[config.mk]
export PLATFORM = sky130hd
export DESIGN_NAME = tct_timer
export DESIGN_NICKNAME = d
export VERILOG_FILES = /design/src/rtl/tct_pkg.sv /design/src/rtl/tct_sync.sv /design/src/rtl/tct_event.sv /design/src/rtl/tct_ctrl.sv /design/src/rtl/tct_count.sv /design/src/rtl/tct_timer.sv
export SDC_FILE = /design/constraint.sdc
export NUM_CORES = 1
export LEC_CHECK = 0
export ABC_CLOCK_PERIOD_IN_PS = 4450
export BUFFER_PORTS_ARGS = -buffer_cell sky130_fd_sc_hd__buf_4
export CAP_MARGIN = 20
export CORE_AREA = 2 2 57 59
export DETAILED_ROUTE_END_ITERATION = 8
export DIE_AREA = 0 0 59 61
export GPL_TIMING_DRIVEN = 1
export MAX_ROUTING_LAYER = met4
export PLACE_DENSITY = 0.85
export RECOVER_POWER = 50
export SKIP_LAST_GASP = 1
export SYNTH_ARGS = -nofsm -noshare
export SYNTH_HDL_FRONTEND = slang
export SYNTH_SLANG_ARGS = --single-unit
[constraint.sdc]
create_clock -name clk -period 4.45 [get_ports clk]
set_input_delay 0.2225 -clock clk [delete_from_list [all_inputs] [get_ports clk]]
set_output_delay 0.2225 -clock clk [all_outputs]
set_load 0.03 [all_outputs]
[src/rtl/tct_pkg.sv]
package tct_pkg;

    localparam int DATA_W  = 8;
    localparam int ADDR_W  = 2;
    localparam int LOW13_W = 5;

    localparam logic [ADDR_W-1:0] A_LOW  = 2'd0;
    localparam logic [ADDR_W-1:0] A_HIGH = 2'd1;
    localparam logic [ADDR_W-1:0] A_CTL  = 2'd2;

    localparam int FLAG_BIT = 4;

    typedef struct packed {
        logic wide;
        logic ext_sel;
        logic gate_en;
        logic run;
    } tct_ctrl_t;

    typedef struct packed {
        logic [DATA_W-1:0] hi;
        logic [DATA_W-1:0] lo;
    } tct_cnt_t;

    typedef struct packed {
        tct_ctrl_t ctl;
        logic      flag;
    } tct_reg_t;

endpackage

[src/rtl/tct_sync.sv]
module tct_sync #(
    parameter int STAGES = 2,
    parameter int WIDTH  = 1
) (
    input  logic             clk,
    input  logic             rst_n,
    input  logic [WIDTH-1:0] d,
    output logic [WIDTH-1:0] q
);
    logic [STAGES-1:0][WIDTH-1:0] chain_d, chain_q;

    generate
        if (STAGES >= 2) begin : g_multi
            always_comb begin
                chain_d = {chain_q[STAGES-2:0], d};
            end
        end else begin : g_single
            always_comb begin
                chain_d = d;
            end
        end
    endgenerate

    always_ff @(posedge clk or negedge rst_n) begin
        if (!rst_n) chain_q <= '0;
        else        chain_q <= chain_d;
    end

    assign q = chain_q[STAGES-1];
endmodule

[src/rtl/tct_event.sv]
module tct_event #(
    parameter int SYNC_STAGES = 2
) (
    input  logic clk,
    input  logic rst_n,
    input  logic gate_pin,
    input  logic count_pin,
    input  logic run,
    input  logic gate_en,
    input  logic ext_sel,
    output logic inc_req
);
    logic gate_s, pin_s;
    logic prev_d, prev_q;
    logic fall, enable;

    tct_sync #(.STAGES(SYNC_STAGES), .WIDTH(2)) u_sync (
        .clk  (clk),
        .rst_n(rst_n),
        .d    ({gate_pin, count_pin}),
        .q    ({gate_s, pin_s})
    );

    always_comb begin
        prev_d  = pin_s;
        fall    = prev_q & ~pin_s;
        enable  = run & (~gate_en | gate_s);
        inc_req = enable & (ext_sel ? fall : 1'b1);
    end

    always_ff @(posedge clk or negedge rst_n) begin
        if (!rst_n) prev_q <= 1'b0;
        else        prev_q <= prev_d;
    end


    fall_pulse_chk: assert property (@(posedge clk) disable iff (!rst_n)
        fall |=> !fall);

endmodule

[src/rtl/tct_ctrl.sv]
module tct_ctrl
    import tct_pkg::*;
(
    input  logic              clk,
    input  logic              rst_n,
    input  logic              bus_wr,
    input  logic [ADDR_W-1:0] bus_addr,
    input  logic [4:0]        wdata,
    input  logic              ovf_set,
    input  logic              irq_ack,
    output tct_ctrl_t         ctl,
    output logic              flag,
    output logic              wr_lo,
    output logic              wr_hi
);
    tct_reg_t reg_d, reg_q;
    logic     wr_ctl;

    always_comb begin
        wr_lo  = bus_wr && (bus_addr == A_LOW);
        wr_hi  = bus_wr && (bus_addr == A_HIGH);
        wr_ctl = bus_wr && (bus_addr == A_CTL);
        reg_d  = reg_q;
        if (wr_ctl) begin
            reg_d.ctl = tct_ctrl_t'(wdata[3:0]);
            if (!wdata[FLAG_BIT]) reg_d.flag = 1'b0;
        end
        if (irq_ack) reg_d.flag = 1'b0;
        if (ovf_set) reg_d.flag = 1'b1;
    end

    always_ff @(posedge clk or negedge rst_n) begin
        if (!rst_n) reg_q <= '0;
        else        reg_q <= reg_d;
    end

    assign ctl  = reg_q.ctl;
    assign flag = reg_q.flag;


    flag_set_chk: assert property (@(posedge clk) disable iff (!rst_n)
        ovf_set |=> flag);

    ack_clear_chk: assert property (@(posedge clk) disable iff (!rst_n)
        (irq_ack && !ovf_set) |=> !flag);

endmodule

[src/rtl/tct_count.sv]
module tct_count
    import tct_pkg::*;
(
    input  logic              clk,
    input  logic              rst_n,
    input  logic              inc_req,
    input  logic              wide,
    input  logic              wr_lo,
    input  logic              wr_hi,
    input  logic [DATA_W-1:0] wdata,
    output logic [DATA_W-1:0] lo,
    output logic [DATA_W-1:0] hi,
    output logic              ovf_set
);
    localparam int CW13 = DATA_W + LOW13_W;
    localparam int CW16 = 2 * DATA_W;
    localparam logic [CW13-1:0] ONE13 = 1;
    localparam logic [CW16-1:0] ONE16 = 1;

    tct_cnt_t cnt_d, cnt_q;
    logic [CW13-1:0] c13;
    logic [CW16-1:0] c16;
    logic            wr_any, do_inc, full;

    always_comb begin
        cnt_d  = cnt_q;
        c13    = {cnt_q.hi, cnt_q.lo[LOW13_W-1:0]};
        c16    = {cnt_q.hi, cnt_q.lo};
        wr_any = wr_lo | wr_hi;
        do_inc = inc_req & ~wr_any;
        full   = wide ? (&c16) : (&c13);
        if (wr_any) begin
            if (wr_lo) cnt_d.lo = wdata;
            if (wr_hi) cnt_d.hi = wdata;
        end else if (inc_req) begin
            if (wide) {cnt_d.hi, cnt_d.lo} = c16 + ONE16;
            else      {cnt_d.hi, cnt_d.lo[LOW13_W-1:0]} = c13 + ONE13;
        end
        ovf_set = do_inc & full;
    end

    always_ff @(posedge clk or negedge rst_n) begin
        if (!rst_n) cnt_q <= '0;
        else        cnt_q <= cnt_d;
    end

    assign lo = cnt_q.lo;
    assign hi = cnt_q.hi;


    hold_chk: assert property (@(posedge clk) disable iff (!rst_n)
        (!inc_req && !wr_lo && !wr_hi) |=> $stable(cnt_q));

    step16_chk: assert property (@(posedge clk) disable iff (!rst_n)
        (inc_req && wide && !wr_lo && !wr_hi)
        |=> {hi, lo} == $past({hi, lo}) + ONE16);

    upper_keep_chk: assert property (@(posedge clk) disable iff (!rst_n)
        (!wide && !wr_lo) |=> $stable(lo[DATA_W-1:LOW13_W]));

    ovf_zero_chk: assert property (@(posedge clk) disable iff (!rst_n)
        ovf_set |=> (hi == '0) && (lo[LOW13_W-1:0] == '0));

    wr_wins_chk: assert property (@(posedge clk) disable iff (!rst_n)
        wr_lo |=> lo == $past(wdata));

endmodule

[src/rtl/tct_timer.sv]
module tct_timer
    import tct_pkg::*;
#(
    parameter int SYNC_STAGES = 2
) (
    input  logic              clk,
    input  logic              rst_n,
    input  logic              bus_wr,
    input  logic [ADDR_W-1:0] bus_addr,
    input  logic [DATA_W-1:0] bus_wdata,
    output logic [DATA_W-1:0] bus_rdata,
    input  logic              gate_pin,
    input  logic              count_pin,
    input  logic              irq_ack,
    output logic              irq_req
);
    tct_ctrl_t         ctl;
    logic              flag, wr_lo, wr_hi, inc_req, ovf_set;
    logic [DATA_W-1:0] lo, hi;

    tct_ctrl u_ctrl (
        .clk     (clk),
        .rst_n   (rst_n),
        .bus_wr  (bus_wr),
        .bus_addr(bus_addr),
        .wdata   (bus_wdata[4:0]),
        .ovf_set (ovf_set),
        .irq_ack (irq_ack),
        .ctl     (ctl),
        .flag    (flag),
        .wr_lo   (wr_lo),
        .wr_hi   (wr_hi)
    );

    tct_event #(.SYNC_STAGES(SYNC_STAGES)) u_event (
        .clk      (clk),
        .rst_n    (rst_n),
        .gate_pin (gate_pin),
        .count_pin(count_pin),
        .run      (ctl.run),
        .gate_en  (ctl.gate_en),
        .ext_sel  (ctl.ext_sel),
        .inc_req  (inc_req)
    );

    tct_count u_count (
        .clk    (clk),
        .rst_n  (rst_n),
        .inc_req(inc_req),
        .wide   (ctl.wide),
        .wr_lo  (wr_lo),
        .wr_hi  (wr_hi),
        .wdata  (bus_wdata),
        .lo     (lo),
        .hi     (hi),
        .ovf_set(ovf_set)
    );

    always_comb begin
        case (bus_addr)
            A_LOW:   bus_rdata = lo;
            A_HIGH:  bus_rdata = hi;
            A_CTL:   bus_rdata = {3'b000, flag, ctl};
            default: bus_rdata = '0;
        endcase
    end

    assign irq_req = flag;


    irq_follow_chk: assert property (@(posedge clk) disable iff (!rst_n)
        ovf_set |=> irq_req);

endmodule

# Word level (Yosys, flattened, before mapping)
# Cells that the tools add are included.
# totals
input_bits	16
output_inout_bits	9
elab_cells	55
ff_bits	26
# op_classes
addsub	2
eq_ne	5
muxes	14
n_bitwise	10
reduce_logical	13
# op_table
op	n
two-way mux 16 bit	2
two-way mux 8 bit	3
case mux 8 bit (3 select lines)	1
adder 16 x 1 -> 16 bit (second input constant)	1
AND reduction 16 bit	1
adder 13 x 1 -> 13 bit (second input constant)	1
AND reduction 13 bit	1
two-way mux 1 bit	6
AND reduction 2 bit	3
bitwise AND 1 bit	5
two-way mux 5 bit	1
inequality test 2 x 1 -> 1 bit (second input constant)	2
nonzero test 2 bit	2
logical AND 1 bit	3
two-way mux 3 bit	1
inequality test 3 x 1 -> 1 bit (second input constant)	1
inverter 1 bit	3
AND reduction 3 bit	1
nonzero test 3 bit	1
equality test 2 x 1 -> 1 bit (second input constant)	1
equality test 2 bit (second input constant)	1
logical NOT 2 bit	1
bitwise OR 1 bit	2

# Depth between registers and ports, before layout
# Gate-level depths: netlist (run 1).
# depth
depth_word	8
ltp_mapped	6
depth_no_buf	6

# Modules after synthesis
# Synthesis (run 1) repeated with hierarchy kept, for this count alone.
# hier_totals
hier_cells	167
hier_area_um2	1651.6
# by_module_without_submodules
module	seq_area_each_um2	cells_per_inst	area_each_um2	n_inst
tct_count	400.4	124	1081.0	1
tct_ctrl	125.1	15	245.2	1
tct_timer	0.0	19	171.4	1
tct_sync	100.1	4	100.1	1
tct_event	25.0	5	53.8	1

# Worst setup path before layout (run 1)
# Ideal clock, no wire load.
# synth_timing
kind	flip-flop to flip-flop
startpoint	register u_event.u_sync.chain_q, in the netlist u_event.u_sync.q[0]
endpoint	register u_count.cnt_q, in the netlist u_count.hi[5]
setup_time_ps	99
path_buffers	0
slack_ps	2768
stages_incl_launch_ff	6
t_arrival_ps	1582
required_ps	4351
path_cell_list	dfrtp_1 nand2b_4 a2111oi_4 nand3_2 o311a_1 a311oi_1
# synth_between
elab_chain_len	6
# synth_rtl
item	line	text
start, declared	tct_sync.sv:10	logic [STAGES-1:0][WIDTH-1:0] chain_d, chain_q;
start signal, assigned	tct_sync.sv:26	else chain_q <= chain_d;
inverter 1 bit	tct_event.sv:26	fall = prev_q & ~pin_s;
bitwise AND 1 bit	tct_event.sv:26	
two-way mux 1 bit	tct_event.sv:28	inc_req = enable & (ext_sel ? fall : 1'b1);
bitwise AND 1 bit	tct_event.sv:28	
nonzero test 2 bit (no source line)	--	
AND reduction 2 bit (no source line)	--	
end signal, assigned	tct_count.sv:44	else cnt_q <= cnt_d;
end, declared	tct_count.sv:20	tct_cnt_t cnt_d, cnt_q;
# No other way between the ends.
# A chain may end at the register's enable or synchronous reset.

# Worst setup path after layout (run 1)
# layout_timing
startpoint	input bus_addr[1]
endpoint	register u_count.cnt_q, in the netlist u_count.hi[3]
# layout_between
elab_chain_len	5
elab_cells_between_ends	9
cone_classes	2 x eq/ne; 1 x mux; 1 x bitwise; 5 x reduce/logical
# layout_rtl
item	line	text
start, declared	tct_timer.sv:9	input logic [ADDR_W-1:0] bus_addr,
equality test 2 x 1 -> 1 bit / logical NOT 2 bit (equally long branches)	tct_ctrl.sv:21, tct_ctrl.sv:20	
logical AND 1 bit (on tied branches)	tct_ctrl.sv:21, tct_ctrl.sv:20	
bitwise OR 1 bit	tct_count.sv:29	wr_any = wr_lo | wr_hi;
inequality test 2 x 1 -> 1 bit (no source line) / nonzero test 2 bit (equally long branches)	--	
AND reduction 2 bit (no source line)	--	
# Several ways; a longest one is shown, not always the timed one.

==> key figures, run 1 <==
Outcome
  – Status: completed

CTS
  – Cts bufs inserted: 3
  – Worst-skew pair later-pin latency: 0.32 ns
  – CTS tree: built
  – Max clock buf depth: 2
  – Clock Pin Slew Worst Setup and Hold Paths: 0.14 ns
  – H-tree depth: 1
  – CTS sink cnt: 26
  – Post-CTS Resized: 0
  – CTS root buffer: clkbuf_4
  – Post-CTS setup buffers: 0
  – Hold buffer count at CTS: 3

STA
  – Unrepaired setup endpoints after global routing: no
  – Worst Tran Pin Value: 1.36 ns
  – Endpoints failing hold: 0
  – Fin crit period: 2.03 ns
  – Fmax: 492 MHz
  – Worst rel slew slack: 9.16%
  – # setup viols final: 0
  – Final Slew Violations: 0
  – Setup Skew: 0.00610 ns
  – Final period utilization: 45.6%
  – Setup Total Neg Slack: 0 ns

Floorplan
  – Total die area: 3600 um^2
  – Core area: 2950 um^2
  – Initial Util: 53.2%
  – Die X: 59 um
  – Die height: 61 um
  – IO Count: 25
  – FP Rows: 20

Logic synthesis
  – Post-Syn Area: 1570 um^2
  – Top_reg_cell synth: dfrtp_1
  – Net Count, Synth: 190
  – Post-synthesis sequential area ratio: 41.4%
  – Distinct cells, synth: 44
  – Avg Cell Area, Syn: 9.13 um^2
  – Post-Synthesis Cells: 172
  – Yosys warnings: 0
  – Yosys reg bits: 26
  – Async set-or-reset flop fraction in the synthesized netlist: 100%
  – EDFF count, synth: 0

Critical path
  – Critical Path AT: 2.29 ns
  – CP max FO: 14
  – Critical Path Max Stage Delay: 0.82 ns
  – CP Capture Type: register
  – Crit path required time: 4.71 ns
  – Crit path cell chain: buf_4 > nor2b_1 > nand2_1 > nand2b_1 > a21boi_1 > a2bb2oi_1
  – CP top delay family: simple AND/OR/NAND/NOR gates
  – CP max-delay cell: nor2b_1
  – Startpoint Class: input port
  – Critical path buffer and inverter count: 1
  – Kind of critical path: input port to register

Global routing
  – Overall Global Routing Usage: 24.9%
  – First-pass GRT wire length: 6550 um
  – Initial antenna violation count: 0
  – GRT overflow: 0
  – Number of global-route vias before repair: 1402
  – Largest net degree at the start of global routing: 27

Power and ir drop
  – Seq pwr share: 46.7%
  – VDD IR max: 0.288 mV
  – Sw Pwr: 0.320 mW
  – Sw Ratio: 38.5%
  – P_int: 0.510 mW
  – Logic gate share of total power: 33.9%
  – Clock power frac: 19.4%
  – LEAKAGE: 0.830 nW
  – Power density over cell area: 453 nW/um^2

Detailed routing
  – WL/cell: 16.9 um
  – 1st-iter DRT viols: 109
  – Number of routed nets with antenna violations: 0
  – Post-Route WL: 3860 um
  – Routed vias: 1496
  – DR DRC count: 0
  – DR vias/cell: 6.56
  – DR pass1 iterations: 5

Finish
  – Layout area overhead: 16.9%
  – Fin nets: 214
  – Layout Cells excl Fill: 228
  – Antenna diodes: 0
  – Post-layout util: 62.2%
  – Ratio of cells with drive above 1 in the final layout: 19.0%

Place
  – PortBufs: 24
  – Gpl congestion: 0.921
  – HPWL after DPL: 2870 um
  – Inst Count DP: 221

Job
  – Max-cap violations: 0

Worst hold path
  – Worst min path class: input port to register
==> cells by family after synthesis <==
kind of cell / synth area share (%)
buffers and inverters: 3.19
muxes: 9.24
and+or+nand+nor: 21.2
adders and majority gates: 1.59
DFF: 41.4
AOI/OAI and AO/OA: 23.3
==> cells in the final DEF, fill, tap and decap left out, types with 3 or more instances in the layout <==
| cell type | instances |
|---|---|
| dfrtp_1 | 26 |
| buf_4 | 21 |
| nand2_1 | 17 |
| nor2_1 | 13 |
| o21ai_0 | 13 |
| mux2i_1 | 10 |
| a21oi_1 | 10 |
| nand3_1 | 9 |
| and3_1 | 6 |
| o22ai_1 | 6 |
| nor2b_1 | 5 |
| clkbuf_4 | 5 |
| inv_1 | 4 |
| mux2_2 | 4 |
| nor3_1 | 4 |
| a311oi_1 | 3 |
| a31o_2 | 3 |
| dlygate4sd3_1 | 3 |
==> metrics by stage <==
stage | total power [mW] | hold WS (ns) | setup slack, ns | instance area (um^2)
after CTS | 0.829 | 0.138 | 2.48 | 1840
after detailed placement | 0.666 | 0.147 | 2.18 | 1760
after global placement | 0.647 | 0.144 | 2.27 | 1760
final | 0.831 | 0.152 | 2.42 | 1840
after floorplan | 0.568 | -0.0731 | 2.77 | 1570
after global routing | 0.882 | 0.133 | 2.24 | 1840
==> path summary, 6_finish.rpt <==
check                                 endpoint                 startpoint  slack, ns  cells after the start
setup / recovery                 u_count.hi[3]                bus_addr[1]       2.42                      6
hold / removal                   u_ctrl.ctl[0]               bus_wdata[0]       0.15                      2
setup reg to reg                 u_count.hi[3]              u_ctrl.ctl[1]       2.43                      5
hold reg to reg            u_event.u_sync.q[0]  u_event.u_sync.chain_d[2]       0.38                      0
max in group asynchronous        u_count.hi[2]                      rst_n       2.93                      2
min in group asynchronous        u_ctrl.ctl[3]                      rst_n       0.72                      2
==> sequential cells by signal, summed over array words and instances (netlist names) <==
register                count
u_event.prev_q              1
u_ctrl.flag                 1
u_event.u_sync.chain_d      2
u_event.u_sync.q            2
u_ctrl.ctl                  4
u_count.lo                  8
u_count.hi                  8
==> routing by layer <==
layer	routed length (um)	track usage, %
met5	0	-
met4	74	10.1
met3	342	2.13
met2	1870	38.7
met1	1580	33.6
==> power by group through the flow <==
stage | sequential (mW) | clock, mW | combinational (mW)
floorplan | 0.359 | 0 | 0.209
global placement | 0.383 | 0 | 0.264
detailed placement | 0.389 | 0 | 0.277
CTS | 0.384 | 0.166 | 0.280
global route | 0.399 | 0.174 | 0.309
finish | 0.388 | 0.161 | 0.281
==> cells in the mapped netlist, types with 2 or more instances <==
cell type | count | area share [%]
a211oi_1 | 2 | 0.96
a21oi_1 | 10 | 3.2
a311oi_1 | 3 | 1.7
a31o_2 | 3 | 1.7
a31oi_1 | 2 | 0.80
and3_1 | 6 | 2.4
clkbuf_1 | 5 | 1.2
dfrtp_1 | 26 | 41
ha_1 | 2 | 1.6
inv_1 | 4 | 0.96
mux2_2 | 4 | 2.9
mux2i_1 | 10 | 6.4
nand2_1 | 17 | 4.1
nand2b_1 | 2 | 0.80
nand3_1 | 9 | 2.9
nand4_1 | 2 | 0.80
nor2_1 | 13 | 3.1
nor2b_1 | 5 | 2.0
nor3_1 | 4 | 1.3
o21ai_0 | 13 | 4.1
o22ai_1 | 6 | 2.4
o2bb2ai_1 | 2 | 1.1
==> layout make-up <==
class | count | area (um^2)
Inverter | 4 | 15.0
Multi-Input combinational cell | 134 | 870
Fill cell | 255 | 1120
Clock inverter | 1 | 30.0
Timing Repair Buffer | 27 | 206
Sequential cell | 26 | 651
Tap cell | 33 | 41.3
Clock buffer | 3 | 22.5
Power figures use the tool's default switching activity.
==> run 2, diff against run 1 <==
ABC_CLOCK_PERIOD_IN_PS = 2100   (was 4450)
clock period = 2.1 ns   (was 4.45 ns; I/O delays follow)
==> key figures, run 2 (synthesis results as in run 1) <==
Finish
  – Layout area overhead: 20.2% (was 16.9%)
  – Post-layout util: 63.9% (was 62.2%)
  – Ratio of cells with drive above 1 in the final layout: 21.4% (was 19.0%)
  – Antenna diodes: 0 (unchanged)
  – Most frequent cells in the layout: buf_4, dfrtp_1, nand2_1 (was dfrtp_1, buf_4, nand2_1)
  – Fin nets: 220 (was 214)

Critical path
  – Worst reg2reg endpoint: u_count.hi[3] (unchanged)
  – CP max FO: 11 (was 14)
  – CP max-delay cell: a2111oi_4 (was nor2b_1)
  – CP top delay family: compound AO/OA/AOI/OAI gates (was simple AND/OR/NAND/NOR gates)
  – Crit path required time: 2.36 ns (was 4.71 ns)
  – CP Capture Type: register (unchanged)
  – Kind of critical path: register to register (was input port to register)
  – R2R cell count: 5 (unchanged)
  – Critical Path Max Stage Delay: 0.53 ns (was 0.82 ns)
  – Reg2reg setup slack: 0.15 ns (was 2.43 ns)
  – Startpoint Class: register (was input port)
  – Critical Path AT: 2.22 ns (was 2.29 ns)
  – Crit path cell chain: nor2b_1 > a2111oi_4 > nand2b_1 > a21boi_1 > a2bb2oi_1 (was buf_4 > nor2b_1 > nand2_1 > nand2b_1 > a21boi_1 > a2bb2oi_1)
  – Reg2reg start: u_ctrl.ctl[1] (unchanged)
  – Critical path buffer and inverter count: 0 (was 1)

STA
  – Worst Tran Pin Value: 1.38 ns (was 1.36 ns)
  – Unrepaired setup endpoints after global routing: no (unchanged)
  – Final period utilization: 93.0%
  – Endpoints failing hold: 0 (unchanged)
  – # setup viols final: 0 (unchanged)
  – Worst setup margin: 0.146 ns (was 2.42 ns)
  – Worst Hold Slack: 0.0366 ns (was 0.152 ns)
  – Worst rel slew slack: 7.85% (was 9.16%)
  – Fin crit period: 1.95 ns
  – Final Slew Violations: 0 (unchanged)
  – Fmax: 512 MHz
  – Setup Skew: 0.00180 ns (was 0.00610 ns)
  – Setup Total Neg Slack: 0 ns (unchanged)

CTS
  – CTS root buffer: clkbuf_4 (unchanged)
  – Cts bufs inserted: 3 (unchanged)
  – Max clock buf depth: 2 (unchanged)
  – CTS sink cnt: 26 (unchanged)
  – CTS tree: built (unchanged)
  – H-tree depth: 1 (unchanged)
  – Clock Pin Slew Worst Setup and Hold Paths: 0.14 ns (about the same)
  – Worst-skew pair later-pin latency: 0.33 ns (was 0.32 ns)

Worst hold path
  – Hold Path End: u_ctrl.ctl[2] (was u_ctrl.ctl[0])
  – Worst min path class: input port to register (unchanged)
  – Hold Crit Start: bus_wdata[2] (was bus_wdata[0])
  – Hold Path Depth: 2 (unchanged)

Detailed routing
  – DR DRC count: 0 (unchanged)
  – 1st-iter DRT viols: 72 (was 109)
  – DR vias/cell: 6.19 (was 6.56)
  – WL/cell: 16.8 um (was 16.9 um)
  – Number of routed nets with antenna violations: 0 (unchanged)
  – Post-Route WL: 3940 um (was 3860 um)
  – Routed vias: 1448 (was 1496)
  – DR pass1 iterations: 4 (was 5)

Outcome
  – Status: completed (unchanged)

Global routing
  – Number of global-route vias before repair: 1333 (was 1402)
  – Largest net degree at the start of global routing: 27 (unchanged)
  – GRT overflow: 0 (unchanged)
  – First-pass GRT wire length: 6580 um (was 6550 um)
  – Overall Global Routing Usage: 25.3% (was 24.9%)
  – Initial antenna violation count: 0 (unchanged)

Power and ir drop
  – VDD IR max: 0.576 mV (was 0.288 mV)
  – LEAKAGE: 0.860 nW (was 0.830 nW)
  – Tot Pwr: 1.80 mW (was 0.831 mW)
  – Power density over cell area: 955 nW/um^2 (was 453 nW/um^2)

Floorplan
  – Total die area: 3600 um^2 (unchanged)
  – Core area: 2950 um^2 (unchanged)
  – FP Rows: 20 (unchanged)
  – IO Count: 25 (unchanged)
  – Die height: 61 um (unchanged)
  – Die X: 59 um (unchanged)
  – Initial Util: 53.2% (unchanged)

Place
  – HPWL after DPL: 2960 um (was 2870 um)
  – PortBufs: 24 (unchanged)
  – Dpl ws: 0.192 ns (was 2.18 ns)
  – Gpl congestion: 0.961 (was 0.921)

Job
  – Max-cap violations: 0 (unchanged)
run 2: metal layers:
layer	routed length (um)	up-vias	GRT usage (%)
li1	-	697	-
met2	1900	52	38.7
met5	0	-	-
met4	76	0	10.7
met3	201	8	2.56
met1	1760	691	34.3
run 2: layout make-up:
class | count | area [um^2]
clock buffers | 3 | 22.5
clock inverters | 1 | 30.0
fillers | 259 | 1070
inverters | 4 | 15.0
multi-input cells | 134 | 873
flip-flops and latches | 26 | 651
well taps | 33 | 41.3
repair buffers | 33 | 254
run 2: how the worst max path moves through the flow:
| stage | cells past startpoint | endpoint | from | slack (ns) |
|---|---|---|---|---|
| 2_1_floorplan | 5 | u_count.hi[5] | u_event.u_sync.q[0] | 0.42 |
| 3_3_place_gp | 5 | u_count.hi[3] | u_event.u_sync.q[0] | 0.26 |
| 3_5_place_dp | 5 | u_count.hi[2] | u_count.lo[2] | 0.19 |
| 4_1_cts | 5 | u_count.hi[2] | u_count.lo[2] | 0.16 |
| 5_1_grt | 5 | u_count.hi[3] | u_ctrl.ctl[1] | 0.02 |
| 6_report | 5 | u_count.hi[3] | u_ctrl.ctl[1] | 0.15 |
run 2: worst reg2reg max path, stage by stage, from the launching register on:
cell	delay (ns)
dfrtp_1	0.42
nor2b_1	0.17
a2111oi_4	0.53
nand2b_1	0.39
a21boi_1	0.22
a2bb2oi_1	0.17
run 2: timing repair:
action / in CTS / in global routing
hold buffers: 3 / 1
endpoints found under the setup margin: 0 / 3
setup buffers: 0 / 0
resized for setup: 0 / 1
hold endpoints to repair: 28 / 1
run 2: through the flow:
step | cells | instance area (um^2)
final | 234 | 1890
after CTS | 233 | 1880
after global routing | 234 | 1890
after detailed placement | 226 | 1790
after global placement | 226 | 1790
after floorplan | 172 | 1570
run 2: report_power, final:
group,internal (mW),leakage (nW),switching (mW)
Clock,0.193,0.0279,0.154
Sequential,0.630,0.310,0.175
Combinational,0.286,0.522,0.364
Total,1.11,0.860,0.693
==> run 3, diff against run 2 <==
REMOVE_ABC_BUFFERS = 1   (was default)
==> key figures, run 3 (synthesis results as in run 1) <==
Outcome
  – Status: completed (unchanged)

Detailed routing
  – Number of routed nets with antenna violations: 0 (unchanged)
  – Met3 WL post-DR: 324 um (was 201 um)
  – Wire length on met2: 2080 um (was 1900 um)
  – DR vias/cell: 6.69 (was 6.19)
  – DR pass1 iterations: 5 (was 4)
  – DR DRC count: 0 (unchanged)
  – WL/cell: 18.1 um (was 16.8 um)
  – Wire length on met1: 1710 um (was 1760 um)
  – Post-Route WL: 4240 um (was 3940 um)
  – Routed vias: 1565 (was 1448)
  – 1st-iter DRT viols: 105 (was 72)
  – Top routing layer in use: met4 (unchanged)

Critical path
  – Crit path required time: 2.35 ns (was 2.36 ns)
  – Critical Path AT: 2.21 ns (was 2.22 ns)
  – CP Capture Type: register (unchanged)
  – Kind of critical path: register to register (unchanged)
  – Startpoint Class: register (unchanged)
  – CP max FO: 8 (was 11)

Power and ir drop
  – P_int: 1.12 mW (was 1.11 mW)
  – Power density over cell area: 974 nW/um^2 (was 955 nW/um^2)
  – Sw Ratio: 39.2% (was 38.4%)
  – Seq pwr share: 43.8% (was 44.7%)
  – Tot Pwr: 1.84 mW (was 1.80 mW)
  – Clock power frac: 19.5% (was 19.2%)
  – Sw Pwr: 0.719 mW (was 0.693 mW)
  – VDD IR max: 0.381 mV (was 0.576 mV)
  – LEAKAGE: 0.861 nW (was 0.860 nW)
  – Logic gate share of total power: 36.6% (was 36.1%)

Place
  – Post-DP Area: 1800 um^2 (was 1790 um^2)
  – Gpl congestion: 0.889 (was 0.961)
  – HPWL after DPL: 3010 um (was 2960 um)
  – PortBufs: 24 (unchanged)

STA
  – # setup viols final: 0 (unchanged)
  – Unrepaired setup endpoints after global routing: no (unchanged)
  – Fmax: 509 MHz (was 512 MHz)
  – Final Slew Violations: 0 (unchanged)
  – Worst Tran Pin Value: 1.45 ns (was 1.38 ns)
  – Fin crit period: 1.96 ns (was 1.95 ns)
  – Final period utilization: 93.6% (was 93.0%)
  – Worst rel slew slack: 3.08% (was 7.85%)
  – Endpoints failing hold: 0 (unchanged)
  – Setup Total Neg Slack: 0 ns (unchanged)
  – Setup Skew: 0.0109 ns (was 0.00180 ns)

Job
  – Max-cap violations: 0 (unchanged)

Floorplan
  – Total die area: 3600 um^2 (unchanged)
  – Die X: 59 um (unchanged)
  – Initial Util: 53.2% (unchanged)
  – IO Count: 25 (unchanged)
  – FP Rows: 20 (unchanged)
  – Die height: 61 um (unchanged)
  – Core area: 2950 um^2 (unchanged)

CTS
  – Worst-skew pair later-pin latency: 0.34 ns (was 0.33 ns)
  – Clock Pin Slew Worst Setup and Hold Paths: 0.16 ns (was 0.14 ns)
  – CTS tree: built (unchanged)
  – Max clock buf depth: 2 (unchanged)
  – Cts bufs inserted: 3 (unchanged)
  – CTS sink cnt: 26 (unchanged)
  – CTS root buffer: clkbuf_4 (unchanged)
  – H-tree depth: 1 (unchanged)

Finish
  – Layout area overhead: 20.2% (unchanged)
  – Post-layout util: 63.9% (unchanged)
  – FILL cells: 225 (was 259)
  – Fin area: 1890 um^2 (unchanged)
  – Commonest non-fill, non-tap cell in the layout: buf_4
  – Most frequent cells in the layout: buf_4, dfrtp_1, nand2_1 (unchanged)
  – Fin nets: 220 (unchanged)
  – Ratio of cells with drive above 1 in the final layout: 22.4% (was 21.4%)
  – Antenna diodes: 0 (unchanged)

Global routing
  – GRT overflow: 0 (unchanged)
  – Number of global-route vias before repair: 1438 (was 1333)
  – Initial antenna violation count: 0 (unchanged)
  – Largest net degree at the start of global routing: 27 (unchanged)
  – First-pass GRT wire length: 6730 um (was 6580 um)
  – Overall Global Routing Usage: 25.6% (was 25.3%)

Worst hold path
  – Worst min path class: input port to register (unchanged)
[run 3: cell count changes in the layout (fill, tap and decap cells not counted), sizes merged]
cell and delta:
buf +2, dlygate4sd3 -1, clkbuf -1
[run 3: timing repair]
action                                 4_1_cts  5_1_grt
setup buffers                                0        0
gates resized for setup                      0        2
endpoints found under the hold margin       28        0
setup endpoints to repair                    0        5
hold buffers                                 3        0
[run 3: per-stage QoR]
step	setup slack, ns	instances	hold slack [ns]
floorplan	0.404	164	-0.191
global placement	0.228	227	0.0304
detailed placement	0.174	227	0.0372
CTS	0.133	234	0.00142
global route	0.0119	234	0.00245
finish	0.135	234	0.00219
[run 3: final cells by class]
class	count	area, um^2	area share [%]
inverters	4	15.0	0.796
repair buffers	33	251	13.3
multi-input cells	134	876	46.4
flip-flops and latches	26	651	34.5
clock buffers	3	22.5	1.19
well taps	33	41.3	2.19
clock inverters	1	30.0	1.59
[run 3: path summary, 6_finish.rpt]
path                                              to                      start  slack [ns]  cells past startpoint
setup / recovery                       u_count.hi[5]              u_ctrl.ctl[1]        0.14                      5
hold / removal                         u_ctrl.ctl[2]               bus_wdata[2]       0.002                      2
setup reg to reg                       u_count.hi[5]              u_ctrl.ctl[1]        0.14                      5
hold reg to reg                  u_event.u_sync.q[0]  u_event.u_sync.chain_d[2]        0.38                      0
max in group asynchronous              u_count.lo[5]                      rst_n        0.63                      2
min in group asynchronous  u_event.u_sync.chain_d[3]                      rst_n        0.62                      2
[run 3: layer usage]
layer	global-route usage, %	vias to the layer above
li1	-	697
met1	33.1	754
met2	40.6	96
met3	4.26	18
met4	9.42	0
met5	-	-
[run 3: critical path, stage by stage, from the launching register on]
cell       delay [ns]
dfrtp_1          0.42
nor2b_1          0.17
a2111oi_4        0.56
nand3_2          0.14
o311a_1          0.31
a311oi_1         0.26
[run 3: power by group through the flow]
stage | Sequential, mW | Clock (mW) | Combinational, mW
6_report | 0.805 | 0.359 | 0.673
5_1_grt | 0.824 | 0.378 | 0.729
4_1_cts | 0.794 | 0.360 | 0.668
3_5_place_dp | 0.802 | 0 | 0.659
3_3_place_gp | 0.790 | 0 | 0.625
2_1_floorplan | 0.771 | 0 | 0.414
